[src/rtl/rtclk_pkg.sv]
package rtclk_pkg;
  localparam int RTC_W = 64;
  typedef logic [RTC_W-1:0] rtc_time_t;

  // Advance the stored time by one update step; wraps modulo 2^64.
  function automatic rtc_time_t rtc_advance(input rtc_time_t cur, input rtc_time_t step);
    return cur + step;
  endfunction

  // True when adding step would wrap past 2^64.
  function automatic logic rtc_will_wrap(input rtc_time_t cur, input rtc_time_t step);
    return cur > (~step);
  endfunction
endpackage

[src/rtl/rtclk_update_divider.sv]
module rtclk_update_divider #(
  parameter int UPDATE_DIV = 10
) (
  input  logic clk,
  input  logic rst_n,
  output logic update_strobe
);
  localparam int CW = (UPDATE_DIV > 1) ? $clog2(UPDATE_DIV) : 1;
  localparam logic [CW-1:0] LAST = CW'(UPDATE_DIV - 1);

  generate
    if (UPDATE_DIV <= 1) begin : g_every_cycle
      assign update_strobe = 1'b1;
    end else begin : g_divided
      logic [CW-1:0] phase_q;

      always_ff @(posedge clk or negedge rst_n) begin
        if (!rst_n)               phase_q <= '0;
        else if (phase_q == LAST) phase_q <= '0;
        else                      phase_q <= phase_q + 1'b1;
      end

      assign update_strobe = (phase_q == LAST);

      // divider never leaves its range
      p_phase_range_r4: assert property (@(posedge clk) disable iff (!rst_n)
        phase_q <= LAST);
      // a strobe is followed by a gap
      p_strobe_gap_r4: assert property (@(posedge clk) disable iff (!rst_n)
        update_strobe |=> !update_strobe);
    end
  endgenerate
endmodule

[src/rtl/rtclk_time_reg.sv]
module rtclk_time_reg
  import rtclk_pkg::*;
#(
  parameter rtc_time_t TICK_STEP = 64'd10
) (
  input  logic      clk,
  input  logic      rst_n,
  input  logic      update_strobe,
  input  logic      load_en,
  input  rtc_time_t load_value,
  output rtc_time_t time_q
);
  logic      step_event;
  logic      wrap_event;
  rtc_time_t time_d;

  assign step_event = update_strobe && !load_en;
  assign wrap_event = step_event && rtc_will_wrap(time_q, TICK_STEP);

  always_comb begin
    time_d = time_q;
    if (load_en)         time_d = load_value;
    else if (step_event) time_d = rtc_advance(time_q, TICK_STEP);
  end

  always_ff @(posedge clk or negedge rst_n) begin
    if (!rst_n) time_q <= '0;
    else        time_q <= time_d;
  end

  p_reset_value_r1: assert property (@(posedge clk) disable iff (!rst_n)
    $rose(rst_n) |-> time_q == '0);
  p_hold_r2: assert property (@(posedge clk) disable iff (!rst_n)
    (!load_en && !update_strobe) |=> $stable(time_q));
  p_step_r3: assert property (@(posedge clk) disable iff (!rst_n)
    (update_strobe && !load_en) |=> (time_q - $past(time_q)) == TICK_STEP);
  p_monotonic_r6: assert property (@(posedge clk) disable iff (!rst_n)
    (!load_en && !wrap_event) |=> time_q >= $past(time_q));
  p_load_r7: assert property (@(posedge clk) disable iff (!rst_n)
    load_en |=> time_q == $past(load_value));
  p_wrap_r9: assert property (@(posedge clk) disable iff (!rst_n)
    wrap_event |=> time_q < $past(time_q));
endmodule

[src/rtl/rtclk_read_fanout.sv]
module rtclk_read_fanout
  import rtclk_pkg::*;
#(
  parameter int NUM_PORTS = 4
) (
  input  rtc_time_t                      shared_time,
  output logic [NUM_PORTS-1:0][RTC_W-1:0] port_time
);
  generate
    for (genvar h = 0; h < NUM_PORTS; h++) begin : g_port
      assign port_time[h] = shared_time;
    end
  endgenerate
endmodule

[src/rtl/rtclk_shared_counter.sv]
module rtclk_shared_counter
  import rtclk_pkg::*;
#(
  parameter int        NUM_PORTS  = 4,
  parameter int        UPDATE_DIV = 10,
  parameter rtc_time_t TICK_STEP  = 64'd10
) (
  input  logic                           clk,
  input  logic                           rst_n,
  input  logic                           sw_wr_en,
  input  logic [63:0]                    sw_wr_data,
  output logic [NUM_PORTS-1:0][63:0]     hart_time
);
  logic      update_strobe;
  rtc_time_t shared_time;

  rtclk_update_divider #(.UPDATE_DIV(UPDATE_DIV)) u_div (
    .clk(clk), .rst_n(rst_n), .update_strobe(update_strobe)
  );

  rtclk_time_reg #(.TICK_STEP(TICK_STEP)) u_time (
    .clk(clk), .rst_n(rst_n), .update_strobe(update_strobe),
    .load_en(sw_wr_en), .load_value(sw_wr_data), .time_q(shared_time)
  );

  rtclk_read_fanout #(.NUM_PORTS(NUM_PORTS)) u_fanout (
    .shared_time(shared_time), .port_time(hart_time)
  );

  generate
    for (genvar h = 1; h < NUM_PORTS; h++) begin : g_eq
      p_ports_equal_r5: assert property (@(posedge clk) disable iff (!rst_n)
        hart_time[h] == hart_time[0]);
    end
  endgenerate
endmodule

[config.mk]
export PLATFORM = sky130hd
export DESIGN_NAME = rtclk_shared_counter
export DESIGN_NICKNAME = d
export VERILOG_FILES = /design/src/rtl/rtclk_pkg.sv /design/src/rtl/rtclk_update_divider.sv /design/src/rtl/rtclk_time_reg.sv /design/src/rtl/rtclk_read_fanout.sv /design/src/rtl/rtclk_shared_counter.sv
export SDC_FILE = /design/constraint.sdc
export NUM_CORES = 1
export LEC_CHECK = 0
export ABC_AREA = 1
export ABC_CLOCK_PERIOD_IN_PS = 2300
export CORE_MARGIN = 8
export CORE_UTILIZATION = 42
export CTS_CLUSTER_DIAMETER = 30
export DETAILED_ROUTE_END_ITERATION = 10
export GPL_TIMING_DRIVEN = 0
export PLACE_DENSITY_LB_ADDON = 0.3
export SETUP_SLACK_MARGIN = 0.3
export SLEW_MARGIN = 10
export SYNTH_ARGS = -nofsm -noshare
export SYNTH_HDL_FRONTEND = slang
export SYNTH_SLANG_ARGS = --single-unit
[constraint.sdc]
create_clock -name clk -period 2.3 [get_ports clk]
set_clock_uncertainty 0.1 [all_clocks]
set_input_delay 0.345 -clock clk [delete_from_list [all_inputs] [get_ports clk]]
set_output_delay 0.345 -clock clk [all_outputs]
set_load 0.05 [all_outputs]
# ---- Yosys cells after proc, flatten, opt, wreduce, memory -nomap -nowiden
# Cells that the tools add are included.
dict set report totals {
  register_bits 68
  in_bits 67
  output_inout_bits 256
  elab_cells 11
}
dict set report classes {
  add_sub_neg 2
  eq_ne 1
  n_mux 3
  reduce_logical 3
}
# cell count
set op_table {}
lappend op_table {{64-bit 2-to-1 mux} 2}
lappend op_table {{64-bit by 4-bit adder with 64-bit output, second input constant} 1}
lappend op_table {{4-bit by 1-bit adder with 4-bit output, second input constant} 1}
lappend op_table {{4-bit == test, second input constant} 1}
lappend op_table {{4-bit 2-to-1 mux} 1}
lappend op_table {{2-bit nonzero test} 1}
lappend op_table {{1-bit logical AND} 1}
lappend op_table {{1-bit logical NOT} 1}

# ---- Longest topological paths before layout
dict set report depth {
  depth_word 4
  mapped_depth 12
  mapped_depth_nobuf 12
}

# ---- Hierarchy
# A second synthesis with hierarchy kept.
dict set report hier_totals {
  hier_cells 1034
  hier_area_um2 7048.0
}
# mod n_inst cells_per_inst area_per_inst_um2 seq_area_each_um2
set by_module_without_submodules {}
lappend by_module_without_submodules {rtclk_time_reg 1 758 4949.7 1601.5}
lappend by_module_without_submodules {rtclk_read_fanout 1 256 1921.8 0.0}
lappend by_module_without_submodules {rtclk_update_divider 1 20 176.4 100.1}

# ---- Worst setup path after synthesis
# OpenSTA, ideal clock, no wires.
dict set report synth_timing {
  path_type {flip-flop to flip-flop}
  from {register u_time.time_q[1]}
  to {register u_time.time_q[39]}
  setup_ns 0.126
  arrival_time_ns 1.823
  t_required_ns 2.074
  slack_ns 0.252
  stages_incl_launch_ff 11
  n_path_buf 0
  synth_period_minus_slack_ns 2.048
  path_cell_list {dfrtp_1 -> ha_1 -> inv_1 -> nand2_1 -> nand2_1 -> nor2_1 -> nand2_1 -> nor2_2 -> nand3_1 -> nand3_1 -> nand3_1}
}
dict set report synth_via {
  elab_chain_len 3
}
# item line_no
set synth_lines {}
lappend synth_lines {{start, declared} rtclk_time_reg.sv:11} ;# output rtc_time_t time_q
lappend synth_lines {{start signal, assigned} rtclk_time_reg.sv:28} ;# else time_q <= time_d;
lappend synth_lines {{64-bit by 4-bit adder with 64-bit output} rtclk_pkg.sv:7} ;# return cur + step;
lappend synth_lines {{64-bit 2-to-1 mux} rtclk_time_reg.sv:23} ;# else if (step_event) time_d = rtc_advance(time_q, TICK_STEP);
lappend synth_lines {{64-bit 2-to-1 mux} rtclk_time_reg.sv:22} ;# if (load_en) time_d = load_value;
# Every way passes these cells. The select of a mux whose other input is x is not followed.
# A chain may end at the register's enable or synchronous reset.

# ---- Worst setup path in the final report
dict set report layout_timing {
  from {register u_time.time_q[6]}
  to {output hart_time[70] in the netlist's numbering}
}
# item line_no
set layout_lines {}
lappend layout_lines {{end, declared} rtclk_shared_counter.sv:12} ;# output logic [NUM_PORTS-1:0][63:0] hart_time
# No word-level cell between the ends.

==> run_results.csv <==
group,metric,value,unit
final_layout,utilization,65.62,%
timing,setup_ws,0.3376,ns
routing,drc,0,
worst_setup_path,crit_fanout,8,
floorplan,rows,46,
routing,dr_total_vias,7669,
clock_tree,cts_buffer_depth,2,
timing,slew-limit-headroom,56.03,%
global_routing,grt_max_degree,36,
global_routing,antenna_found_initial,0,
worst_setup_path,worst-setup-path-type,"reg2out",
yosys,synth_simple_gate_area_share,36.11,%
timing,hold_viol,0,
worst_setup_path,worst_path_max_delay_cell,"dfrtp_1",
clock_tree,cts_buffers,9,
worst_setup_path,r2r_start,"u_div.g_divided.phase_q[0]$_DFF_PN0_",
worst_setup_path,required,1.86,ns
yosys,ys_types,30,
routing,wire_per_inst,16.63,um
pwr,p_per_area,592.4,nW/um^2
placed_design,gp_congestion,0.9758,
worst_setup_path,path_delay_family,"buffers and inverters",
floorplan,die_w,142.0,um
final_layout,fin_nets,1440,
yosys,synth_xor_area_share,3.417,%
yosys,syn_area,6664,um^2
worst_setup_path,worst_setup_path_start_kind,"flip-flop",
worst_setup_path,worstSetupEndpoint,"hart_time[70]",
timing,fin_crit_sh,85.32,%
routing,drtIter0Drc,728,
clock_tree,cts.sinks,68,
yosys,syn-num-nets,1102,
placed_design,post-place-cells,1573,
routing,ant_nets,0,
global_routing,grt.total_usage,25.31,%
worst_setup_path,max_stage_delay,0.51,ns
worst_setup_path,cp-end-kind,"output port",
final_layout,final_cell_mix,"331 x nand2_1, 198 x buf_4, 155 x dlygate4sd2_1",
floorplan,die_y,142.0,um
final_layout,areaGrowthSynthToFinish,54.71,%
worst_setup_path,path_buf_inv,2,
timing,rsz0062_at_grt,"true",
yosys,ys_warn_count,0,
worst_setup_path,crit_chain,"buf_4 > clkdlybuf4s15_1",
timing,fin_tns_setup,0,ns
placed_design,dp_hpwl,21560,um
yosys,synth_top_family_by_area,"simple AND/OR/NAND/NOR gates",
clock_tree,cts.reportedPaths.clkPinSlew,0.06,ns
final_layout,n_antenna_cell,0,
worst_setup_path,cp.depth,2,
placed_design,post-place-ws,-0.2645,ns
final_layout,final_common_cell,"nand2_1",
global_routing,grt_pass1_vias,7465,
timing,tightest_slew,0.6595,ns
final_layout,final_area,10310,um^2
clock_tree,worst_skew_pair.late_latency,0.34,ns
clock_tree,htreeDepth,3,
yosys,syn_area_per_cell,6.445,um^2
timing,timing.fmax,0.5096,GHz
yosys,synthAdderAreaFrac,0.1878,%
yosys,syn_inst,1034,
routing,wl,26490,um
worst_setup_path,r2r_slack,0.41,ns
worst_hold_path,holdCritPathClass,"reg2reg",
final_layout,fillers,1528,
clock_tree,cts_tree,"done",
global_routing,grt_overflow,0,
worst_setup_path,rr_worst_depth,9,
yosys,synth_mux_area_share,0,%
worst_setup_path,worstPathArrival,1.52,ns
final_layout,final_cells,1593,
routing,viasPerCell,4.814,
pwr,leakage,0.005056,uW
global_routing,grt_pass1_wl,39790,um
floorplan,top_level_ports,323,
final_layout,layout-drive-gt1-share,26.94,%
outcome,status,"finished clean",
yosys,yosysSeqAreaShare,25.54,%
timing,period_needed,1.962,ns
placed_design,port-buffer-count,322,
yosys,synth_compound_area_share,6.403,%
floorplan,start_util,42.41,%
placed_design,placed_area,10180,um^2
flow_run,max_cap_viol_count,0,
timing,setup_viol,0,
clock_tree,cts-root-buf,"clkbuf_16",
worst_setup_path,crit_start,"u_time.time_q[6]$_DFFE_PN0N_",
yosys,synth-seq-cells,68,
floorplan,die-area,20150,um^2
pwr,irDropWorstVdd,313.4,uV
worst_setup_path,rr_endpoint,"u_time.time_q[29]$_DFFE_PN0N_",
timing,slew_viol_final,0,
routing,dr.pass1.iters,6,
floorplan,coreArea,15710,um^2
-- power by group --
part / switching, uW / internal [uW]
logic: 2050 / 1000
registers: 263 / 1310
clock network: 585 / 902
total: 2900 / 3210
-- kinds of logic (layout without fill, tap and decap cells) --
group                      after synthesis  count (layout)
DFF                                     68              68
xor gates and xnor gates                26              26
adders and majority gates                1               1
and+or+nand+nor                        565             565
buffers and inverters                  307             650
AOI/OAI and AO/OA                       67              67
-- metal layers --
metal  up-vias  GRT usage, %  routed length (um)
li1       3708             -                   -
met1      3528         30.55               10400
met2       402         43.70               12650
met3        31         6.676                2973
met4         0         6.557                 462
met5         -             0                   0
-- final cells by class --
class	count	area, um^2	area share, %
sequential	68	1744	16.92
timing repair buffer	327	2974	28.85
multi-input combinational	659	3113	30.19
buffer	211	1536	14.90
clock buffer	11	252.7	2.451
clock inverter	5	58.81	0.5704
inverter	96	360.3	3.495
tap	216	270.3	2.621
-- flip-flops by register name, summed over array words and instances (netlist names) --
name / cells
u_div.g_divided.phase_q: 4
u_time.time_q: 64
-- cell usage after synthesis, drive strengths merged --
library cell	n	area [um^2]
xnor2	2	17.52
nand4	17	106.4
xor2	24	210.2
ha	1	12.51
o21ai	30	150.1
nor2	136	618.1
nand2	346	1329
o21bai	11	82.58
a22o	4	35.03
o21a	1	7.510
clkbuf	8	30.03
dfrtp	68	1702
nand3	65	347.8
o221ai	2	17.52
a21oi	3	15.01
nor3	1	5.000
a21boi	1	7.510
inv	96	360.4
o211ai	14	105.1
buf	203	1499
a31oi	1	6.260
-- through the flow --
stage,hold WS [ns],power (uW)
2_1_floorplan,-0.05059,3752
3_3_place_gp,0.3573,4852
3_5_place_dp,0.2315,4895
4_1_cts,0.3735,6089
5_1_grt,0.4032,6333
6_report,0.3756,6107
-- worst min path at each step --
stage / from / to / slack (ns) / cells past startpoint
3_3_place_gp: u_div.g_divided.phase_q[0]$_DFF_PN0_ / u_div.g_divided.phase_q[0]$_DFF_PN0_ / 0.36 / 1
4_1_cts: u_div.g_divided.phase_q[0]$_DFF_PN0_ / u_div.g_divided.phase_q[0]$_DFF_PN0_ / 0.37 / 1
3_5_place_dp: rst_n / u_time.time_q[2]$_DFFE_PN0N_ / 0.23 / 1
5_1_grt: u_div.g_divided.phase_q[0]$_DFF_PN0_ / u_div.g_divided.phase_q[0]$_DFF_PN0_ / 0.40 / 1
6_report: u_div.g_divided.phase_q[0]$_DFF_PN0_ / u_div.g_divided.phase_q[0]$_DFF_PN0_ / 0.38 / 1
2_1_floorplan: rst_n / u_div.g_divided.phase_q[0]$_DFF_PN0_ / -0.05 / 0
-- what timing repair did --
item                                   4_1_cts  5_1_grt
hold buffers                                 1        0
setup endpoints to repair                  277      151
pin swaps                                    0        1
endpoints found under the hold margin       34        0
cloned                                       0        0
setup buffers                                0        3
gates resized for setup                    351      106
Note: power is estimated with default switching activity, not from simulation.
